**src/rtl/kbd_cmd_pkg.sv**
```systemverilog
// Shared types and byte codes for the keyboard command response engine.
// Assumes a single 8-bit host byte stream and replies of at most three bytes.
package kbd_cmd_pkg;

    localparam logic [7:0] BYTE_ACK    = 8'hFA;
    localparam logic [7:0] BYTE_ECHO   = 8'hEE;
    localparam logic [7:0] BYTE_NAK    = 8'hFE;
    localparam logic [7:0] BYTE_PASS   = 8'hAA;
    localparam logic [7:0] BYTE_ID_LO  = 8'hAB;
    localparam logic [7:0] BYTE_ID_HI  = 8'h83;
    localparam logic [6:0] TYP_DEFAULT = 7'h2B;
    localparam logic [1:0] SET_DEFAULT = 2'd2;

    typedef enum logic [2:0] {
        WAIT_NONE,
        WAIT_LAMPS,
        WAIT_RATE,
        WAIT_SET,
        WAIT_KEYID
    } wait_e;

    typedef struct packed {
        logic [2:0] led;
        logic       scan_en;
        logic [1:0] code_set;
        logic [6:0] typ;
    } kstate_t;

    typedef struct packed {
        logic [1:0] count;
        logic       bist;
        logic [7:0] b0;
        logic [7:0] b1;
        logic [7:0] b2;
    } reply_t;

    localparam kstate_t KSTATE_RESET = '{led: 3'b000, scan_en: 1'b1,
                                         code_set: SET_DEFAULT, typ: TYP_DEFAULT};

endpackage

```
**src/rtl/kbd_cmd_decode.sv**
```systemverilog
// Combinational command decoder. Given one accepted host byte, its parity
// flag, the option wait in force, the keyboard state and the last byte sent,
// it returns the reply to send, the next state and the next option wait.
// Assumes the caller only commits the outputs on an accepted byte.
module kbd_cmd_decode
    import kbd_cmd_pkg::*;
(
    input  logic [7:0] in_byte,
    input  logic       in_perr,
    input  wait_e      cur_wait,
    input  kstate_t    cur_state,
    input  logic [7:0] last_sent,
    output reply_t     reply,
    output kstate_t    nxt_state,
    output wait_e      nxt_wait
);

    // Decode one host byte into a reply and the state that follows it.
    always_comb begin
        reply     = '{count: 2'd1, bist: 1'b0, b0: BYTE_ACK, b1: 8'h00, b2: 8'h00};
        nxt_state = cur_state;
        nxt_wait  = cur_wait;
        if (in_perr) begin
            reply.b0 = BYTE_NAK;
        end else if (cur_wait != WAIT_NONE && !in_byte[7]) begin
            nxt_wait = WAIT_NONE;
            case (cur_wait)
                WAIT_LAMPS: nxt_state.led = in_byte[2:0];
                WAIT_RATE:  nxt_state.typ = in_byte[6:0];
                WAIT_SET: begin
                    if (in_byte == 8'd0) begin
                        reply.count = 2'd2;
                        reply.b1    = {6'b0, cur_state.code_set};
                    end else if (in_byte <= 8'd3) begin
                        nxt_state.code_set = in_byte[1:0];
                    end else begin
                        reply.b0 = BYTE_NAK;
                        nxt_wait = cur_wait;
                    end
                end
                default: ;
            endcase
        end else begin
            nxt_wait = WAIT_NONE;
            case (in_byte)
                8'hED: nxt_wait = WAIT_LAMPS;
                8'hEE: reply.b0 = BYTE_ECHO;
                8'hF0: nxt_wait = WAIT_SET;
                8'hF2: begin
                    reply.count = 2'd3;
                    reply.b1    = BYTE_ID_LO;
                    reply.b2    = BYTE_ID_HI;
                end
                8'hF3: nxt_wait = WAIT_RATE;
                8'hF4: nxt_state.scan_en = 1'b1;
                8'hF5: begin
                    nxt_state.scan_en = 1'b0;
                    nxt_state.typ     = TYP_DEFAULT;
                end
                8'hF6: begin
                    nxt_state.scan_en = 1'b1;
                    nxt_state.typ     = TYP_DEFAULT;
                end
                8'hF7, 8'hF8, 8'hF9, 8'hFA: ;
                8'hFB, 8'hFC, 8'hFD: nxt_wait = WAIT_KEYID;
                8'hFE: reply.b0 = last_sent;
                8'hFF: begin
                    nxt_state   = KSTATE_RESET;
                    reply.count = 2'd2;
                    reply.bist  = 1'b1;
                    reply.b1    = BYTE_PASS;
                end
                default: reply.b0 = BYTE_NAK;
            endcase
        end
    end

endmodule

```
**src/rtl/kbd_reply_seq.sv**
```systemverilog
// Reply sequencer. Loads a reply of up to three bytes and offers them one at a
// time on a valid/ready handshake. It keeps the last byte handed over and, for
// a self-test reply, idles SELFTEST_CYCLES cycles after the first byte.
// Assumes load is only pulsed while busy is low.
module kbd_reply_seq
    import kbd_cmd_pkg::*;
#(
    parameter int SELFTEST_CYCLES = 500
) (
    input  logic       clk,
    input  logic       rst_n,
    input  logic       load,
    input  reply_t     reply,
    input  logic       tx_ready,
    output logic       tx_valid,
    output logic [7:0] tx_byte,
    output logic       busy,
    output logic [7:0] last_sent
);

    localparam int TW = $clog2(SELFTEST_CYCLES + 1);
    localparam logic [TW-1:0] T_END = TW'(SELFTEST_CYCLES - 1);

    logic [7:0]    hold [3];
    logic [1:0]    left;
    logic [1:0]    idx;
    logic          bist;
    logic          pausing;
    logic [TW-1:0] timer;

    assign busy     = (left != 2'd0);
    assign tx_valid = busy && !pausing;
    assign tx_byte  = hold[idx];

    // Load a reply, step through its bytes and run the self-test pause.
    always_ff @(posedge clk) begin
        if (!rst_n) begin
            for (int i = 0; i < 3; i++) hold[i] <= 8'h00;
            left      <= 2'd0;
            idx       <= 2'd0;
            bist      <= 1'b0;
            pausing   <= 1'b0;
            timer     <= '0;
            last_sent <= BYTE_PASS;
        end else if (load) begin
            hold[0] <= reply.b0;
            hold[1] <= reply.b1;
            hold[2] <= reply.b2;
            left    <= reply.count;
            idx     <= 2'd0;
            bist    <= reply.bist;
            pausing <= 1'b0;
            timer   <= '0;
        end else if (pausing) begin
            timer <= timer + 1'b1;
            if (timer == T_END) pausing <= 1'b0;
        end else if (tx_valid && tx_ready) begin
            last_sent <= hold[idx];
            idx       <= idx + 1'b1;
            left      <= left - 1'b1;
            if (bist && idx == 2'd0) begin
                pausing <= 1'b1;
                timer   <= '0;
            end
        end
    end

endmodule

```
**src/rtl/kbd_cmd_engine.sv**
```systemverilog
// Keyboard command response engine (top). It takes host bytes when no reply
// is outstanding, runs them through the decoder, and holds the keyboard state
// and the option wait. Replies leave through the sequencer.
// Assumes the host side holds rx_byte/rx_perr stable while rx_valid is high.
module kbd_cmd_engine
    import kbd_cmd_pkg::*;
#(
    parameter int SELFTEST_CYCLES = 500
) (
    input  logic       clk,
    input  logic       rst_n,
    input  logic       rx_valid,
    input  logic [7:0] rx_byte,
    input  logic       rx_perr,
    output logic       rx_ready,
    output logic       tx_valid,
    output logic [7:0] tx_byte,
    input  logic       tx_ready,
    output logic [2:0] led,
    output logic       scan_en,
    output logic [1:0] code_set,
    output logic [6:0] typematic
);

    kstate_t    state_q, state_d;
    wait_e      wait_q, wait_d;
    reply_t     reply;
    logic       busy;
    logic       accept;
    logic [7:0] last_sent;

    assign rx_ready  = !busy;
    assign accept    = rx_valid && rx_ready;
    assign led       = state_q.led;
    assign scan_en   = state_q.scan_en;
    assign code_set  = state_q.code_set;
    assign typematic = state_q.typ;

    kbd_cmd_decode u_decode (
        .in_byte   (rx_byte),
        .in_perr   (rx_perr),
        .cur_wait  (wait_q),
        .cur_state (state_q),
        .last_sent (last_sent),
        .reply     (reply),
        .nxt_state (state_d),
        .nxt_wait  (wait_d)
    );

    kbd_reply_seq #(.SELFTEST_CYCLES(SELFTEST_CYCLES)) u_seq (
        .clk       (clk),
        .rst_n     (rst_n),
        .load      (accept),
        .reply     (reply),
        .tx_ready  (tx_ready),
        .tx_valid  (tx_valid),
        .tx_byte   (tx_byte),
        .busy      (busy),
        .last_sent (last_sent)
    );

    // Commit keyboard state and the option wait on each accepted byte.
    always_ff @(posedge clk) begin
        if (!rst_n) begin
            state_q <= KSTATE_RESET;
            wait_q  <= WAIT_NONE;
        end else if (accept) begin
            state_q <= state_d;
            wait_q  <= wait_d;
        end
    end

endmodule

```
**config.mk**
```make
export PLATFORM = sky130hd
export DESIGN_NAME = kbd_cmd_engine
export DESIGN_NICKNAME = d
export VERILOG_FILES = /design/src/rtl/kbd_cmd_pkg.sv /design/src/rtl/kbd_cmd_decode.sv /design/src/rtl/kbd_reply_seq.sv /design/src/rtl/kbd_cmd_engine.sv
export SDC_FILE = /design/constraint.sdc
export NUM_CORES = 1
export LEC_CHECK = 0
export ABC_AREA = 0
export BUFFER_PORTS_ARGS = -buffer_cell sky130_fd_sc_hd__buf_2
export CAP_MARGIN = 20
export CELL_PAD_IN_SITES_DETAIL_PLACEMENT = 2
export CELL_PAD_IN_SITES_GLOBAL_PLACEMENT = 2
export CORE_MARGIN = 10
export CORE_UTILIZATION = 35
export DETAILED_ROUTE_END_ITERATION = 8
export PLACE_DENSITY = 0.83
export SYNTH_ARGS = -nofsm -noshare
export SYNTH_HDL_FRONTEND = slang
export SYNTH_SLANG_ARGS = --single-unit
```
**constraint.sdc**
```tcl
create_clock -name clk -period 2.6 [get_ports clk]
set_input_delay 0.78 -clock clk [delete_from_list [all_inputs] [get_ports clk]]
set_output_delay 0.78 -clock clk [all_outputs]
set_load 0.005 [all_outputs]
```
==> impl_metrics.ini, run 1 <==
[status]
status = complete, no violations

[floorplan]
core_sq_um = 7330
fp.dieH_um = 107
num_rows = 31
pin_count = 36
start_util_pct = 36.4
die_w_um = 107
dieArea_sq_um = 11500

[setup_path]
critPathTopFamily = flip-flops
cp_num_buf_inv = 1
crit_path_max_incr_delay_ns = 0.52
required_ns = 1.82
path_class = flop to output pin
cp.arrival_ns = 1.50
cp-end-kind = output pin
worstPathMaxFanout = 8
startpoint_type = flop
cp_slowest_cell = dfxtp_1
worstPathCellList = nor2b_1 -> a211oi_1 -> nor2_1 -> buf_2

[logic_synthesis]
synthArstFlopShare_pct = 0
synth_ff_type = dfxtp_1
synth_area_sq_um = 2670
ys_seq_area_share_pct = 44.3
syn_inst = 301
synth_fp_nets = 317
yosys_warnings = 0
ys_ff_latch = 53
synth.distinct_cells = 54
synth-edff-count = 12
avgSynthCellArea_sq_um = 8.86

[finish]
num-fill-cells = 848
nNetsFinal = 350
drive_gt1_share_pct = 19.4
num_antenna_cells = 0
finish.utilization_pct = 41.6
area_growth_pct = 14.5
stdcell_count = 434

[route]
vias = 2362
wl_um = 8110
drc = 0
wl_per_cell_um = 18.7
vias_per_cell = 5.44
dr.first_iter.drc_count = 48
firstDrtPassIters = 4
ant_nets = 0

[power]
comb_power_share_pct = 13.0
powerDensity_nw_per_um2 = 590
ir_drop_v = 0.000212
intPower_mw = 1.35
netSwitchingFraction_pct = 25.2
p_switching_mw = 0.453
p_seq_share_pct = 49.9
p_total_mw = 1.80
p_leak_nw = 1.15
clkPwrFrac_pct = 37.1

[clock_tree]
cts_resized = 0
clock_latency_ns = 0.31
clock-sinks = 53
cts_buffers = 5
cts_buffer_depth = 2
cts.clk_slew.worst_paths_ns = 0.10
cts_setup_buffers = 0
cts_tree = yes
holdBufCountCts = 0
htreeDepth = 2
cts_root_buf = clkbuf_8

[placed_design]
dp.cells = 426
io_buffers = 35
dp_hpwl_um = 6040
gp_congestion = 0.850

[grt]
gr-usage-met2_pct = 26.7
grt_max_degree = 17
grt_pass1_wl_um = 13800
grt.overflow.total = 0
grt.busiest_layer = met2
antenna_found_initial = 0
grt.met3_usage_pct = 2.63
grtUsageTotal_pct = 14.6
grt_use_met1_pct = 17.1
grt_pass1_vias = 2631

[sta]
slew_viol_final = 0
finClkSkew_ns = 0.00616
period_share_pct = 87.6
slew_headroom_pct = 53.6
worstMarginPinSlew_ns = 0.692
hold_viol_final = 0
grt_setup_unrepaired = no
fmaxAchievable_mhz = 439
setup_tns_ns = 0
setup_viol = 0
post-route-min-period_ns = 2.28

[hold_path]
hold_path_class = flop to flop

[job]
drv_cap = 0
[tightest hold or removal path: stages, from the launching register on]
cell	delay [ns]
dfxtp_1	0.32
nand2_1	0.05
mux2i_1	0.05
[cell type report]
type,instances,area [sq um],area share [%]
Tap cell,99,124,4.06
Timing Repair Buffer,43,235,7.71
Clock buffer,5,68.8,2.26
Multi-Input combinational cell,217,1330,43.4
Inverter,14,52.6,1.72
Clock inverter,3,65.1,2.13
Sequential cell,53,1180,38.7
[flip-flops by register name, indices dropped and copies added, names as in the netlist, named ones only]
register         count
u_seq.idx            2
typematic            7
u_seq.pausing        1
u_seq.hold          12
led                  3
code_set             2
scan_en              1
u_seq.left           2
u_seq.bist           1
u_seq.last_sent      8
u_seq.timer          9
wait_q               3
[metal layers]
metal | part of all wire [%] | vias up
met1 | 43 | 1184
met4 | 0.72 | 0
met3 | 2.7 | 5
met2 | 53 | 24
li1 | - | 1149
met5 | 0 | -
[through the flow]
stage          hold slack [ns]  setup slack, ns  area [sq um]
5_1_grt                  0.501            0.211          3050
2_1_floorplan            0.432            0.555          2670
6_report                 0.465            0.323          3050
3_3_place_gp             0.446            0.341          2920
3_5_place_dp             0.451            0.282          2920
4_1_cts                  0.467            0.302          3050
[worst paths after layout]
kind                               from                   endpoint  slack, ns  depth (start not counted)
max reg2reg  u_seq.left[0]$_SDFFE_PN0P_  typematic[6]$_SDFFE_PN0P_       0.53                          6
max                                flop                 tx_byte[1]       0.32                          4
min                 led[2]$_SDFFE_PN0P_        led[2]$_SDFFE_PN0P_       0.46                          2
min reg2reg         led[2]$_SDFFE_PN0P_        led[2]$_SDFFE_PN0P_       0.46                          2
[synth_stat cells, types with 3 or more instances]
cell | instances | area [sq um]
a211oi_1 | 3 | 22.5
mux2i_1 | 9 | 90.1
a31oi_1 | 4 | 25.0
nor4_1 | 5 | 31.3
nand2_1 | 39 | 146
nor2_1 | 20 | 75.1
a211o_1 | 3 | 26.3
o41ai_1 | 3 | 26.3
inv_1 | 14 | 52.6
clkbuf_1 | 8 | 30.0
or2_2 | 3 | 18.8
and2_1 | 5 | 31.3
a21oi_1 | 28 | 140
o21a_1 | 6 | 45.0
edfxtp_1 | 12 | 360
buf_6 | 5 | 56.3
o211ai_1 | 5 | 37.5
nand3_1 | 15 | 75.1
nor2b_1 | 3 | 18.8
nand4_1 | 7 | 43.8
or3_1 | 5 | 31.3
dfxtp_1 | 41 | 821
nor3_1 | 4 | 20.0
nand3b_1 | 5 | 37.5
ha_1 | 3 | 37.5
o21ai_0 | 10 | 50.1
nand2b_1 | 4 | 25.0
[logic make-up (layout without fill, tap and decap cells)]
logic type | Yosys count | after routing | share of synthesized area [%]
adders and majority gates | 3 | 3 | 1.41
DFF | 53 | 53 | 44.3
buffers and inverters | 31 | 65 | 6.01
xor gates and xnor gates | 2 | 2 | 0.657
muxes | 10 | 10 | 3.80
AOI/OAI and AO/OA | 71 | 71 | 17.4
and+or+nand+nor | 131 | 131 | 26.4
[power by group through the flow]
stage / Clock [mW] / Sequential (mW) / Combinational [mW]
floorplan: 0 / 0.908 / 0.145
global placement: 0 / 0.913 / 0.223
detailed placement: 0 / 0.916 / 0.235
CTS: 0.681 / 0.898 / 0.240
global route: 0.712 / 0.902 / 0.264
finish: 0.667 / 0.897 / 0.235
[cell usage in the layout, fill, tap and decap left out, types with 2 or more instances in the layout]
| cell | netlist | final |
|---|---|---|
| dfxtp_1 | 41 | 41 |
| nand2_1 | 39 | 39 |
| buf_2 | 2 | 35 |
| a21oi_1 | 28 | 28 |
| nor2_1 | 20 | 20 |
| nand3_1 | 15 | 15 |
| inv_1 | 14 | 14 |
| edfxtp_1 | 12 | 12 |
| o21ai_0 | 10 | 10 |
| mux2i_1 | 9 | 9 |
| buf_4 | 1 | 8 |
| nand4_1 | 7 | 7 |
| o21a_1 | 6 | 6 |
| and2_1 | 5 | 5 |
| o211ai_1 | 5 | 5 |
| or3_1 | 5 | 5 |
| nor4_1 | 5 | 5 |
| nand3b_1 | 5 | 5 |
| clkbuf_8 | 0 | 5 |
| nand2b_1 | 4 | 4 |
| a31oi_1 | 4 | 4 |
| nor3_1 | 4 | 4 |
| nor2b_1 | 3 | 3 |
| a211oi_1 | 3 | 3 |
| or2_2 | 3 | 3 |
| o41ai_1 | 3 | 3 |
| a211o_1 | 3 | 3 |
| ha_1 | 3 | 3 |
| nor3b_1 | 2 | 2 |
| and3b_1 | 2 | 2 |
| xnor2_1 | 2 | 2 |
| a31o_2 | 2 | 2 |
| bufinv_16 | 0 | 2 |
(Power assumes the default switching activity.)
==> run 2, diff against run 1 <==
--- a/config.mk
+++ b/config.mk
@@ -5,13 +5,13 @@
 export SDC_FILE = /design/constraint.sdc
 export NUM_CORES = 1
 export LEC_CHECK = 0
-export ABC_AREA = 0
+export ABC_AREA = 1
 export BUFFER_PORTS_ARGS = -buffer_cell sky130_fd_sc_hd__buf_2
 export CAP_MARGIN = 20
 export CELL_PAD_IN_SITES_DETAIL_PLACEMENT = 2
 export CELL_PAD_IN_SITES_GLOBAL_PLACEMENT = 2
 export CORE_MARGIN = 10
-export CORE_UTILIZATION = 35
+export CORE_UTILIZATION = 33
 export DETAILED_ROUTE_END_ITERATION = 8
 export PLACE_DENSITY = 0.83
 export SYNTH_ARGS = -nofsm -noshare
==> constraint.sdc (replaced) <==
create_clock -name clk -period 2.11 [get_ports clk]
set_input_delay 0.633 -clock clk [delete_from_list [all_inputs] [get_ports clk]]
set_output_delay 0.633 -clock clk [all_outputs]
set_load 0.005 [all_outputs]
==> run 2 against run 1 <==
Synthesized cell count rose by 22%; first-iteration DRC count increased by 21%; area after synthesis increased by 3.4%; routed wire length is 4.1% higher; largest cell class unchanged; final area grew 4.1%.
==> impl_metrics.ini, run 2 <==
[grt]
antenna_found_initial = 0
grt_pass1_wl_um = 14100
grtUsageTotal_pct = 13.5
grt.overflow.total = 0
grt_max_degree = 17
grt_pass1_vias = 2827

[logic_synthesis]
syn_inst = 367
synth.distinct_cells = 36
yosys-top-cells-count = nand2_1 (71), inv_1 (44), dfxtp_1 (41)
synth_area_sq_um = 2760
synth_top_area_share_pct = 29.8
synth_ff_type = dfxtp_1
ys_seq_area_share_pct = 42.9
synthArstFlopShare_pct = 0
synth_top_cell_by_area = dfxtp_1
ys_ff_latch = 53
synth-edff-count = 12
avgSynthCellArea_sq_um = 7.51
synth_area_leaders = dfxtp_1 (30%), edfxtp_1 (13%), nand2_1 (9.7%), a21oi_1 (6.0%), inv_1 (6.0%)
yosysMostFrequentCell = nand2_1
yosys_warnings = 0
synth_fp_nets = 383

[finish]
multiInputGateArea_sq_um = 1310
mostFrequentLayoutCell = nand2_1
nNetsFinal = 424
num-fill-cells = 1003
ff_latch_area_sq_um = 1180
drive_gt1_share_pct = 22.7
largest_reg_flops = 12
reg_top3 = u_seq.hold (12), u_seq.timer (9), u_seq.last_sent (8)
area_growth_pct = 15.3
num_antenna_cells = 0
regMostFlops = u_seq.hold
mostFrequentLayoutCells = nand2_1 (71), inv_1 (43), dfxtp_1 (40)

[power]
intPower_mw = 1.75
p_leak_nw = 1.47
powerDensity_nw_per_um2 = 800
p_switching_mw = 0.789
comb_power_share_pct = 23.7
ir_drop_v = 0.000272
clkPwrFrac_pct = 28.9
netSwitchingFraction_pct = 31.0
p_seq_share_pct = 47.4

[sta]
fmaxAchievable_mhz = 500
finClkSkew_ns = 0.00809
slew_headroom_pct = 63.9
setup_slack_ns = 0.111
slew_viol_final = 0
period_share_pct = 94.8
setup_tns_ns = 0
hold_viol_final = 0
setup_viol = 0
grt_setup_unrepaired = no
worstMarginPinSlew_ns = 0.541
post-route-min-period_ns = 2.00

[clock_tree]
cts_buffers = 5
cts_buffer_depth = 2
htreeDepth = 2
cts_root_buf = clkbuf_8
holdBufCountCts = 0
clock_latency_ns = 0.31
clock-sinks = 53
cts_tree = yes
cts.clk_slew.worst_paths_ns = 0.10

[floorplan]
num_rows = 33
fp.dieH_um = 111
core_sq_um = 8180
start_util_pct = 33.7
pin_count = 36
dieArea_sq_um = 12400
die_w_um = 111

[hold_path]
holdPathStages = 2
hold_path_class = flop to flop

[setup_path]
cp-end-kind = output pin
cp.arrival_ns = 1.37
worstPathCellList = or2_2 -> inv_4 -> nand2_1 -> nand3_1 -> buf_2
startpoint_type = flop
required_ns = 1.48
worstPathMaxFanout = 8
crit_path_max_incr_delay_ns = 0.35
reg2regPathDepth = 10
cp_slowest_cell = dfxtp_2
path_class = flop to output pin

[route]
wl_per_cell_um = 16.4
vias_per_cell = 5.00
firstDrtPassIters = 4
drc = 0
vias = 2569
wl_um = 8440
ant_nets = 0
dr.first_iter.drc_count = 58

[placed_design]
dpl_worst_slack_ns = 0.0928
gp_congestion = 0.856
dp_hpwl_um = 6740
io_buffers = 35

[status]
status = complete, no violations

[job]
drv_cap = 0
-- run 2: cell types whose count changed in the layout (fill, tap and decap cells not counted), sizes merged, moves of 6 or more --
cell	delta
o21ai	+22
nand3	+9
nor2	+26
mux2i	-9
a21oi	+7
nand2	+46
nor4	-6
inv	+42
-- run 2: metrics by stage --
step / instance area [sq um] / total power [mW] / utilization, % / hold slack (ns) / std cells
after global placement: 3060 / 1.80 / 37.4 / 0.447 / 506
after floorplan: 2760 / 1.59 / - / 0.441 / 367
after global routing: 3180 / 2.70 / 38.9 / 0.513 / 514
final: 3180 / 2.54 / 38.9 / 0.471 / 514
after detailed placement: 3060 / 1.84 / 37.4 / 0.454 / 506
after CTS: 3170 / 2.58 / 38.8 / 0.482 / 514
-- run 2: kinds of logic (layout without fill, tap and decap cells) --
group	Yosys count	count (layout)	share of synthesized area (%)
buffers and inverters	63	105	9.53
and+or+nand+nor	172	172	31.2
DFF	53	53	42.9
AOI/OAI and AO/OA	76	76	15.0
adders and majority gates	3	3	1.36
-- run 2: area by class of cell --
type / count / area share, %
Inverter: 57 / 6.97
Tap cell: 105 / 4.14
Sequential cell: 53 / 37.2
Clock buffer: 7 / 2.72
Multi-Input combinational cell: 251 / 41.3
Clock inverter: 1 / 0.945
Timing Repair Buffer: 40 / 6.70
-- run 2: path summary, 6_finish.rpt --
kind,start,endpoint,slack (ns)
hold / removal,typematic[3]$_SDFFE_PN1P_,typematic[3]$_SDFFE_PN1P_,0.47
setup reg to reg,u_seq.left[0]$_SDFFE_PN0P_,u_seq.hold[1][1]$_SDFFCE_PP0P_,0.32
setup / recovery,flop,tx_byte[0],0.11
hold reg to reg,typematic[3]$_SDFFE_PN1P_,typematic[3]$_SDFFE_PN1P_,0.47
-- run 2: power groups by stage --
stage,Clock (mW),Sequential (mW),Combinational [mW]
floorplan,0,1.21,0.380
global placement,0,1.22,0.579
detailed placement,0,1.23,0.614
CTS,0.754,1.21,0.620
global route,0.787,1.22,0.695
finish,0.734,1.21,0.604
-- run 2: metal layers --
layer  wire length [um]  share of wire [%]  track usage [%]  vias to the layer above
met1               3710                 44             14.9                     1251
met5                  0                  0                0                        -
met2               4360                 52             25.6                       39
met3                271                3.2             2.74                       10
li1                   -                  -                -                     1269
met4                 98                1.2             3.51                        0
-- run 2: timing repair --
item	4_1_cts	5_1_grt
pin swaps	0	0
buffers inserted	0	0
gates resized for setup	1	2
endpoints found under the setup margin	5	6
-- run 2: critical path: cells and delay by family (launching register included) --
family / cells / cell delay, ns
buffers and inverters: 2 / 0.23
flip-flops: 1 / 0.35
AND/OR/NAND/NOR: 3 / 0.47
